==> src/rtl/spi_mem_pkg.sv <==
package spi_mem_pkg;

    localparam logic [7:0] OPC_WREN  = 8'h06;
    localparam logic [7:0] OPC_WRITE = 8'h02;
    localparam logic [7:0] OPC_READ  = 8'h03;
    localparam logic [7:0] OPC_FAST  = 8'h0B;

    typedef enum logic [2:0] {
        PH_IDLE,
        PH_CMD,
        PH_ADDR,
        PH_DUMMY,
        PH_RDATA,
        PH_WDATA,
        PH_IGNORE
    } phase_e;

    typedef enum logic [1:0] {
        KIND_READ,
        KIND_FAST,
        KIND_WRITE
    } kind_e;

endpackage

==> src/rtl/spi_edge_sync.sv <==
module spi_edge_sync #(
    parameter int STAGES = 2
) (
    input  logic clk,
    input  logic rst_n,
    input  logic sck,
    input  logic cs_n,
    input  logic si,
    output logic sck_rise,
    output logic sck_fall,
    output logic cs_hi,
    output logic si_s
);

    typedef struct packed {
        logic [STAGES-1:0] sck_p;
        logic [STAGES-1:0] cs_p;
        logic [STAGES-1:0] si_p;
        logic              sck_prev;
    } sync_t;

    sync_t q, d;

    always_comb begin
        d          = q;
        d.sck_p    = {q.sck_p[STAGES-2:0], sck};
        d.cs_p     = {q.cs_p[STAGES-2:0], cs_n};
        d.si_p     = {q.si_p[STAGES-2:0], si};
        d.sck_prev = q.sck_p[STAGES-1];
    end

    always_ff @(posedge clk or negedge rst_n) begin
        if (!rst_n) begin
            q.sck_p    <= '0;
            q.cs_p     <= '1;
            q.si_p     <= '0;
            q.sck_prev <= 1'b0;
        end else begin
            q <= d;
        end
    end

    assign sck_rise = q.sck_p[STAGES-1] & ~q.sck_prev;
    assign sck_fall = ~q.sck_p[STAGES-1] & q.sck_prev;
    assign cs_hi    = q.cs_p[STAGES-1];
    assign si_s     = q.si_p[STAGES-1];

    a_r3_edges_exclusive: assert property (@(posedge clk) disable iff (!rst_n)
        !(sck_rise && sck_fall));

endmodule

==> src/rtl/spi_wen_latch.sv <==
module spi_wen_latch (
    input  logic clk,
    input  logic rst_n,
    input  logic set_req,
    input  logic clr_req,
    output logic wen
);

    logic wen_d, wen_q;

    always_comb begin
        wen_d = wen_q;
        if (set_req) wen_d = 1'b1;
        if (clr_req) wen_d = 1'b0;
    end

    always_ff @(posedge clk or negedge rst_n) begin
        if (!rst_n) wen_q <= 1'b0;
        else        wen_q <= wen_d;
    end

    assign wen = wen_q;

    // a clear request always leaves the latch at zero
    a_r8_clear_wins: assert property (@(posedge clk) disable iff (!rst_n)
        clr_req |=> !wen_q);

    a_r6_set_holds: assert property (@(posedge clk) disable iff (!rst_n)
        (set_req && !clr_req) |=> wen_q);

endmodule

==> src/rtl/spi_prot_window.sv <==
module spi_prot_window #(
    parameter int ADDR_W = 15
) (
    input  logic [ADDR_W-1:0] addr,
    input  logic [ADDR_W-1:0] win_lo,
    input  logic [ADDR_W-1:0] win_hi,
    output logic              hit
);

    logic ordered;

    always_comb begin
        ordered = (win_lo <= win_hi);
        hit     = ordered && (addr >= win_lo) && (addr <= win_hi);
    end

endmodule

==> src/rtl/spi_mem_slave.sv <==
module spi_mem_slave
    import spi_mem_pkg::*;
#(
    parameter int ADDR_W      = 15,
    parameter int SYNC_STAGES = 2
) (
    input  logic              clk,
    input  logic              rst_n,
    input  logic              sck,
    input  logic              cs_n,
    input  logic              si,
    output logic              so,
    output logic              so_oe,
    input  logic              busy,
    input  logic [ADDR_W-1:0] prot_lo,
    input  logic [ADDR_W-1:0] prot_hi,
    output logic [ADDR_W-1:0] mem_raddr,
    input  logic [7:0]        mem_rdata,
    output logic              mem_we,
    output logic [ADDR_W-1:0] mem_waddr,
    output logic [7:0]        mem_wdata
);

    localparam int ABITS = ((ADDR_W + 7) / 8) * 8;
    localparam int CNT_W = $clog2(ABITS) + 1;
    localparam logic [CNT_W-1:0] LAST_BIT  = CNT_W'(7);
    localparam logic [CNT_W-1:0] LAST_ADDR = CNT_W'(ABITS - 1);

    typedef struct packed {
        phase_e            ph;
        kind_e             kind;
        logic [CNT_W-1:0]  cnt;
        logic [ABITS-1:0]  sr;
        logic [ADDR_W-1:0] addr;
        logic [2:0]        obit;
        logic              so;
        logic              so_oe;
        logic              wr_acc;
        logic              we;
        logic [ADDR_W-1:0] waddr;
        logic [7:0]        wdata;
    } ctl_t;

    ctl_t q, d;

    logic sck_rise, sck_fall, cs_hi, si_s;
    logic wen, wen_set, wen_clr, prot_hit;
    logic [7:0]        byte_in;
    logic [ADDR_W-1:0] addr_in;

    spi_edge_sync #(.STAGES(SYNC_STAGES)) u_sync (
        .clk      (clk),
        .rst_n    (rst_n),
        .sck      (sck),
        .cs_n     (cs_n),
        .si       (si),
        .sck_rise (sck_rise),
        .sck_fall (sck_fall),
        .cs_hi    (cs_hi),
        .si_s     (si_s)
    );

    spi_wen_latch u_wen (
        .clk     (clk),
        .rst_n   (rst_n),
        .set_req (wen_set),
        .clr_req (wen_clr),
        .wen     (wen)
    );

    spi_prot_window #(.ADDR_W(ADDR_W)) u_prot (
        .addr   (q.addr),
        .win_lo (prot_lo),
        .win_hi (prot_hi),
        .hit    (prot_hit)
    );

    always_comb begin
        d       = q;
        d.we    = 1'b0;
        wen_set = 1'b0;
        wen_clr = 1'b0;
        byte_in = {q.sr[6:0], si_s};
        addr_in = {q.sr[ADDR_W-2:0], si_s};

        // rising SCK: shift in and advance the frame
        if (sck_rise && q.ph != PH_IDLE) begin
            d.sr  = {q.sr[ABITS-2:0], si_s};
            d.cnt = q.cnt + 1'b1;
            case (q.ph)
                PH_CMD: begin
                    if (q.cnt == LAST_BIT) begin
                        d.cnt = '0;
                        d.ph  = PH_IGNORE;
                        if (byte_in == OPC_WREN) begin
                            wen_set = 1'b1;
                        end else if (byte_in == OPC_READ && !busy) begin
                            d.ph   = PH_ADDR;
                            d.kind = KIND_READ;
                        end else if (byte_in == OPC_FAST && !busy) begin
                            d.ph   = PH_ADDR;
                            d.kind = KIND_FAST;
                        end else if (byte_in == OPC_WRITE && wen && !busy) begin
                            d.ph     = PH_ADDR;
                            d.kind   = KIND_WRITE;
                            d.wr_acc = 1'b1;
                        end
                    end
                end
                PH_ADDR: begin
                    if (q.cnt == LAST_ADDR) begin
                        d.cnt  = '0;
                        d.addr = addr_in;
                        d.obit = '0;
                        case (q.kind)
                            KIND_FAST:  d.ph = PH_DUMMY;
                            KIND_WRITE: d.ph = PH_WDATA;
                            default:    d.ph = PH_RDATA;
                        endcase
                    end
                end
                PH_DUMMY: begin
                    if (q.cnt == LAST_BIT) begin
                        d.cnt = '0;
                        d.ph  = PH_RDATA;
                    end
                end
                PH_WDATA: begin
                    if (q.cnt == LAST_BIT) begin
                        d.cnt   = '0;
                        d.we    = !busy && !prot_hit;
                        d.waddr = q.addr;
                        d.wdata = byte_in;
                        d.addr  = q.addr + 1'b1;
                    end
                end
                default: ;
            endcase
        end

        // falling SCK: drive the next read bit, MSB first
        if (sck_fall && q.ph == PH_RDATA) begin
            d.so    = mem_rdata[3'd7 - q.obit];
            d.so_oe = 1'b1;
            d.obit  = q.obit + 1'b1;
            if (q.obit == 3'd7) d.addr = q.addr + 1'b1;
        end

        // chip select high ends the frame; a completing byte above is kept
        if (cs_hi) begin
            if (q.wr_acc) wen_clr = 1'b1;
            d.ph     = PH_IDLE;
            d.cnt    = '0;
            d.so_oe  = 1'b0;
            d.wr_acc = 1'b0;
        end else if (q.ph == PH_IDLE) begin
            d.ph  = PH_CMD;
            d.cnt = '0;
        end
    end

    always_ff @(posedge clk or negedge rst_n) begin
        if (!rst_n) begin
            q.ph     <= PH_IDLE;
            q.kind   <= KIND_READ;
            q.cnt    <= '0;
            q.sr     <= '0;
            q.addr   <= '0;
            q.obit   <= '0;
            q.so     <= 1'b0;
            q.so_oe  <= 1'b0;
            q.wr_acc <= 1'b0;
            q.we     <= 1'b0;
            q.waddr  <= '0;
            q.wdata  <= '0;
        end else begin
            q <= d;
        end
    end

    assign so        = q.so;
    assign so_oe     = q.so_oe;
    assign mem_raddr = q.addr;
    assign mem_we    = q.we;
    assign mem_waddr = q.waddr;
    assign mem_wdata = q.wdata;

    // output enable drops once chip select is seen high
    a_r3_oe_off_when_deselected: assert property (@(posedge clk) disable iff (!rst_n)
        cs_hi |=> !so_oe);

    // output enable only turns on at a falling SCK edge
    a_r3_oe_on_fall: assert property (@(posedge clk) disable iff (!rst_n)
        $rose(so_oe) |-> $past(sck_fall));

    // an unknown or refused opcode never drives the output
    a_r1_ignore_silent: assert property (@(posedge clk) disable iff (!rst_n)
        (q.ph == PH_IGNORE) |-> !so_oe);

    // a write strobe needs the enable latch set one cycle earlier
    a_r6_we_needs_wen: assert property (@(posedge clk) disable iff (!rst_n)
        mem_we |-> $past(wen));

    // nothing is written inside a non-empty protected window
    a_r9_no_prot_write: assert property (@(posedge clk) disable iff (!rst_n)
        mem_we |-> !((prot_lo <= prot_hi) && (mem_waddr >= prot_lo) && (mem_waddr <= prot_hi)));

    // no commit from a byte completed while busy
    a_r10_no_busy_write: assert property (@(posedge clk) disable iff (!rst_n)
        mem_we |-> !$past(busy));

    // write strobe is a single-cycle pulse
    a_r12_we_pulse: assert property (@(posedge clk) disable iff (!rst_n)
        mem_we |=> !mem_we);

endmodule

==> config.mk <==
export PLATFORM = sky130hd
export DESIGN_NAME = spi_mem_slave
export DESIGN_NICKNAME = d
export VERILOG_FILES = /design/src/rtl/spi_mem_pkg.sv /design/src/rtl/spi_edge_sync.sv /design/src/rtl/spi_wen_latch.sv /design/src/rtl/spi_prot_window.sv /design/src/rtl/spi_mem_slave.sv
export SDC_FILE = /design/constraint.sdc
export NUM_CORES = 1
export LEC_CHECK = 0
export BUFFER_PORTS_ARGS = -buffer_cell sky130_fd_sc_hd__buf_2
export CAP_MARGIN = 20
export CORE_UTILIZATION = 57
export DETAILED_ROUTE_END_ITERATION = 12
export GPL_TIMING_DRIVEN = 0
export HOLD_SLACK_MARGIN = 0.1
export PLACE_DENSITY = 0.88
export SLEW_MARGIN = 20
export SYNTH_ARGS = -nofsm -noshare
export SYNTH_HDL_FRONTEND = slang
export SYNTH_SLANG_ARGS = --single-unit
==> constraint.sdc <==
create_clock -name clk -period 3 [get_ports clk]
set_clock_uncertainty 0.2 [all_clocks]
set_input_delay 0.6 -clock clk [delete_from_list [all_inputs] [get_ports clk]]
set_output_delay 0.6 -clock clk [all_outputs]
set_load 0.02 [all_outputs]
==> impl_summary.txt <==
----------------------------------------------------
[Outcome]
  Status ... finished, violations left
  Violations in the final reports ... DRC

[Hold path]
  Min-delay worst type ... in -> reg

[Critical path]
  Cells along the critical path ... ha_1 -> and3_1 -> ha_1 -> nand2_1 -> nor3_1 -> o21ai_0 -> clkbuf_1 -> a22oi_1 -> o22ai_1
  Data required time at the worst endpoint ... around 3000 ps
  Critical path fanouts, max ... 10
  Worst setup SP type ... flip-flop
  Critical Path Most Common Cell ... sky130_fd_sc_hd__ha_1
  Max stage delay on crit path ... approximately 400 ps
  Worst-path cell with the longest stage delay ... sky130_fd_sc_hd__dfrtp_1
  Type of element capturing the critical path ... flip-flop
  Cell family with the largest share of critical-path delay ... simple AND/OR/NAND/NOR gates
  Worst path buffer plus inverter count ... 1
  CP arrival ... around 2800 ps
  Critical Setup Path Class ... reg -> reg

[Timing]
  Final setup violating endpoints ... 0
  Fin worst setup slack ... roughly 260 ps
  Unrepaired setup endpoints after global routing ... false
  Post-route minimum period ... approximately 2700 ps
  Part of the cycle the worst path needs ... 0.915
  Endpoints failing hold ... 0
  Peak clock frequency supported by timing ... approximately 0.36 GHz
  Max-slew violations ... 0
  Worst slew pin tran ... between 500 and 600 ps
  Headroom to the max-slew limit ... 0.606
  Post-route setup TNS ... 0 ps

[Route]
  Via density per instance ... between 5 and 6
  Remaining antenna violation count after routing ... 0
  Number of search-and-repair iterations in the first detailed-routing pass ... 10
  Initial detailed-routing violation count ... ~350
  Total wire length after detailed routing ... 11700 um
  Number of vias in the routed layout ... roughly 4500
  WL per Instance ... around 15 um
  DRC viols ... 1

[Yosys]
  YS warnings ... 0
  Number of distinct library cell variants in the gate-level netlist after synthesis ... 65
  Area contributors post-synth ... sky130_fd_sc_hd__dfrtp_1, sky130_fd_sc_hd__ha_1, sky130_fd_sc_hd__nand2_1
  Net Count, Synth ... roughly 670
  Area share of the leading cell type in the synthesized netlist ... 0.370
  Netlist Area Pre-Place ... ~0.0051 mm^2
  Async S/R FF share, synth ... 1.00
  Synthesized instance count ... 575
  Area leader, netlist ... sky130_fd_sc_hd__dfrtp_1
  Synth Flop Type ... sky130_fd_sc_hd__dfrtp_1
  Flip-flop and latch count after synthesis ... 77
  Mean cell area of the mapped netlist ... just under 9 um^2
  Share of the yosys chip area belonging to registers ... 0.380
  Number of synthesized flops with an enable pin ... 0

[Clock tree]
  Source-to-sink clock delay at the later pin of the worst-skew pair ... between 300 and 400 ps
  Number of clock buffers inserted by TritonCTS ... 9
  Longest Clk Path Bufs ... 2
  TritonCTS clock tree ... done
  Root buffer cell ... sky130_fd_sc_hd__clkbuf_8
  Gates resized, CTS repair ... 0
  Post-CTS setup buffers ... 0
  H-tree levels ... 3
  CTS sink count ... between 70 and 80
  Clock Pin Slew Worst Setup and Hold Paths ... ~80 ps

[Global route]
  Overflow after GRT ... 0
  Number of global-route vias before repair ... between 4000 and 5000
  GRT Util Overall ... 0.272
  Wire length of the first global-routing pass ... just under 20000 um
  Pin count of the biggest net entering global routing ... between 50 and 60
  Antenna violations before repair ... 0

[Cells and area]
  ANT cells ... 0
  Share of layout cells above drive strength 1 ... 0.239
  Area overhead of the layout relative to synthesis ... 15.5%
  Count of nets after finishing ... 769
  Most used cells in the layout excluding fill and tap cells ... sky130_fd_sc_hd__nand2_1, sky130_fd_sc_hd__buf_2, sky130_fd_sc_hd__dfrtp_1
  Count of non-filler cells in the finished layout ... approximately 790
  Most common cell after layout, fill and taps aside ... sky130_fd_sc_hd__nand2_1

[Place]
  Worst-case setup slack after placement ... slightly below 300 ps
  Number of instances in the placed design ... 768
  Global placement routability congestion ... 0.908
  Number of port buffers ... 84
  HPWL after DPL ... ~9000 um

[Pwr]
  Reported leakage power ... 3.19 nW
  Pwr/cell area ... about 390 mW/mm^2
  Final total power ... between 0.002 and 0.0025 W
  Maximum ir drop on the vdd rail ... between 0.3 and 0.4 mV

[Job]
  Max-Cap Viols ... 0

[Floorplanning]
  Die area ... between 0.009 and 0.01 mm^2
  Width of the die ... around 96 um
  Die Y ... slightly below 100 um
  Core region area ... a little under 0.009 mm^2
  Effective utilization at floorplan ... 0.584
  Floorplan row count ... 34
  Top-level I/O count ... between 80 and 90

----------------------------------------------------
layout make-up:
class,count,area [um^2]
Sequential cell,77,1930
Tap cell,108,135
Timing Repair Buffer,86,460
Fill cell,703,2820
Clock inverter,3,20.0
Clock buffer,13,169
Multi-Input combinational cell,402,2620
Buffer,57,379
Inverter,39,146
logic make-up (layout without fill, tap and decap cells):
logic type | after synthesis | count (layout) | share of synthesized area
xor gates and xnor gates | 10 | 10 | 0.0173
and+or+nand+nor | 228 | 228 | 0.219
DFF | 77 | 77 | 0.380
adders and majority gates | 53 | 53 | 0.131
buffers and inverters | 96 | 198 | 0.104
muxes | 4 | 4 | 0.0131
AOI/OAI and AO/OA | 107 | 107 | 0.136
flip-flops by register name (all words and copies together), names as in the netlist, 4 cells and up:
signal,count
mem_raddr,15
mem_waddr,15
addr_in,14
q,14
mem_wdata,8
u_sync.d,4
where the power goes:
part	switching, W	total [W]	internal [W]	leakage, nW
Combinational	0.000223	0.000363	0.000140	2.06
Sequential	0.0000986	0.00120	0.00110	1.04
Clock	0.000375	0.000743	0.000367	0.0917
Total	0.000697	0.00230	0.00160	3.19
routing by layer:
metal	share of wire	global-route usage	vias to the layer above
li1	-	-	2148
met1	0.42	0.329	2118
met2	0.50	0.479	173
met3	0.063	0.0592	26
met4	0.017	0.0882	0
met5	0	0	-
final timing paths:
kind | startpoint | endpoint | slack [ps] | depth (start not counted)
worst max-delay path | q[62] | mem_raddr[10] | 260 | 9
worst min-delay path | cs_n | u_sync.d[4] | 140 | 1
worst max register to register | q[62] | mem_raddr[10] | 260 | 9
worst min register to register | u_sync.d[2] | u_sync.si_s | 160 | 0
max in group asynchronous | rst_n | u_sync.cs_hi | 1490 | 3
min in group asynchronous | rst_n | mem_waddr[7] | 500 | 2
worst register-to-register path: stages, from the launching register on:
cell	delay [ps]
sky130_fd_sc_hd__dfrtp_1	390
sky130_fd_sc_hd__ha_1	300
sky130_fd_sc_hd__and3_1	220
sky130_fd_sc_hd__ha_1	190
sky130_fd_sc_hd__nand2_1	80
sky130_fd_sc_hd__nor3_1	390
sky130_fd_sc_hd__o21ai_0	210
sky130_fd_sc_hd__clkbuf_1	290
sky130_fd_sc_hd__a22oi_1	220
sky130_fd_sc_hd__o22ai_1	110
metrics by stage:
step	hold WS (ps)	utilization	instance area, um^2
after floorplan	104	-	5070
after global placement	136	0.649	5630
after detailed placement	138	0.652	5660
after CTS	135	0.675	5860
after global routing	132	0.675	5860
final	144	0.675	5860
synth_stat cells (6+ instances only):
cell type / count
sky130_fd_sc_hd__nor2b_1: 6
sky130_fd_sc_hd__dfrtp_1: 75
sky130_fd_sc_hd__inv_1: 39
sky130_fd_sc_hd__and3_1: 6
sky130_fd_sc_hd__o22ai_1: 12
sky130_fd_sc_hd__xor2_1: 8
sky130_fd_sc_hd__ha_1: 53
sky130_fd_sc_hd__clkbuf_1: 11
sky130_fd_sc_hd__a21o_1: 6
sky130_fd_sc_hd__nor2_1: 16
sky130_fd_sc_hd__nand2_1: 138
sky130_fd_sc_hd__a22oi_1: 14
sky130_fd_sc_hd__nand4_1: 6
sky130_fd_sc_hd__nor3_1: 8
sky130_fd_sc_hd__a21oi_1: 26
sky130_fd_sc_hd__buf_4: 41
sky130_fd_sc_hd__o21ai_0: 21
sky130_fd_sc_hd__nand3_1: 14
timing repair:
action	in CTS	in global routing
hold endpoints to repair	20	0
hold buffers	1	0
setup endpoints to repair	0	0
No activity file was read; power rests on OpenSTA's default activity.
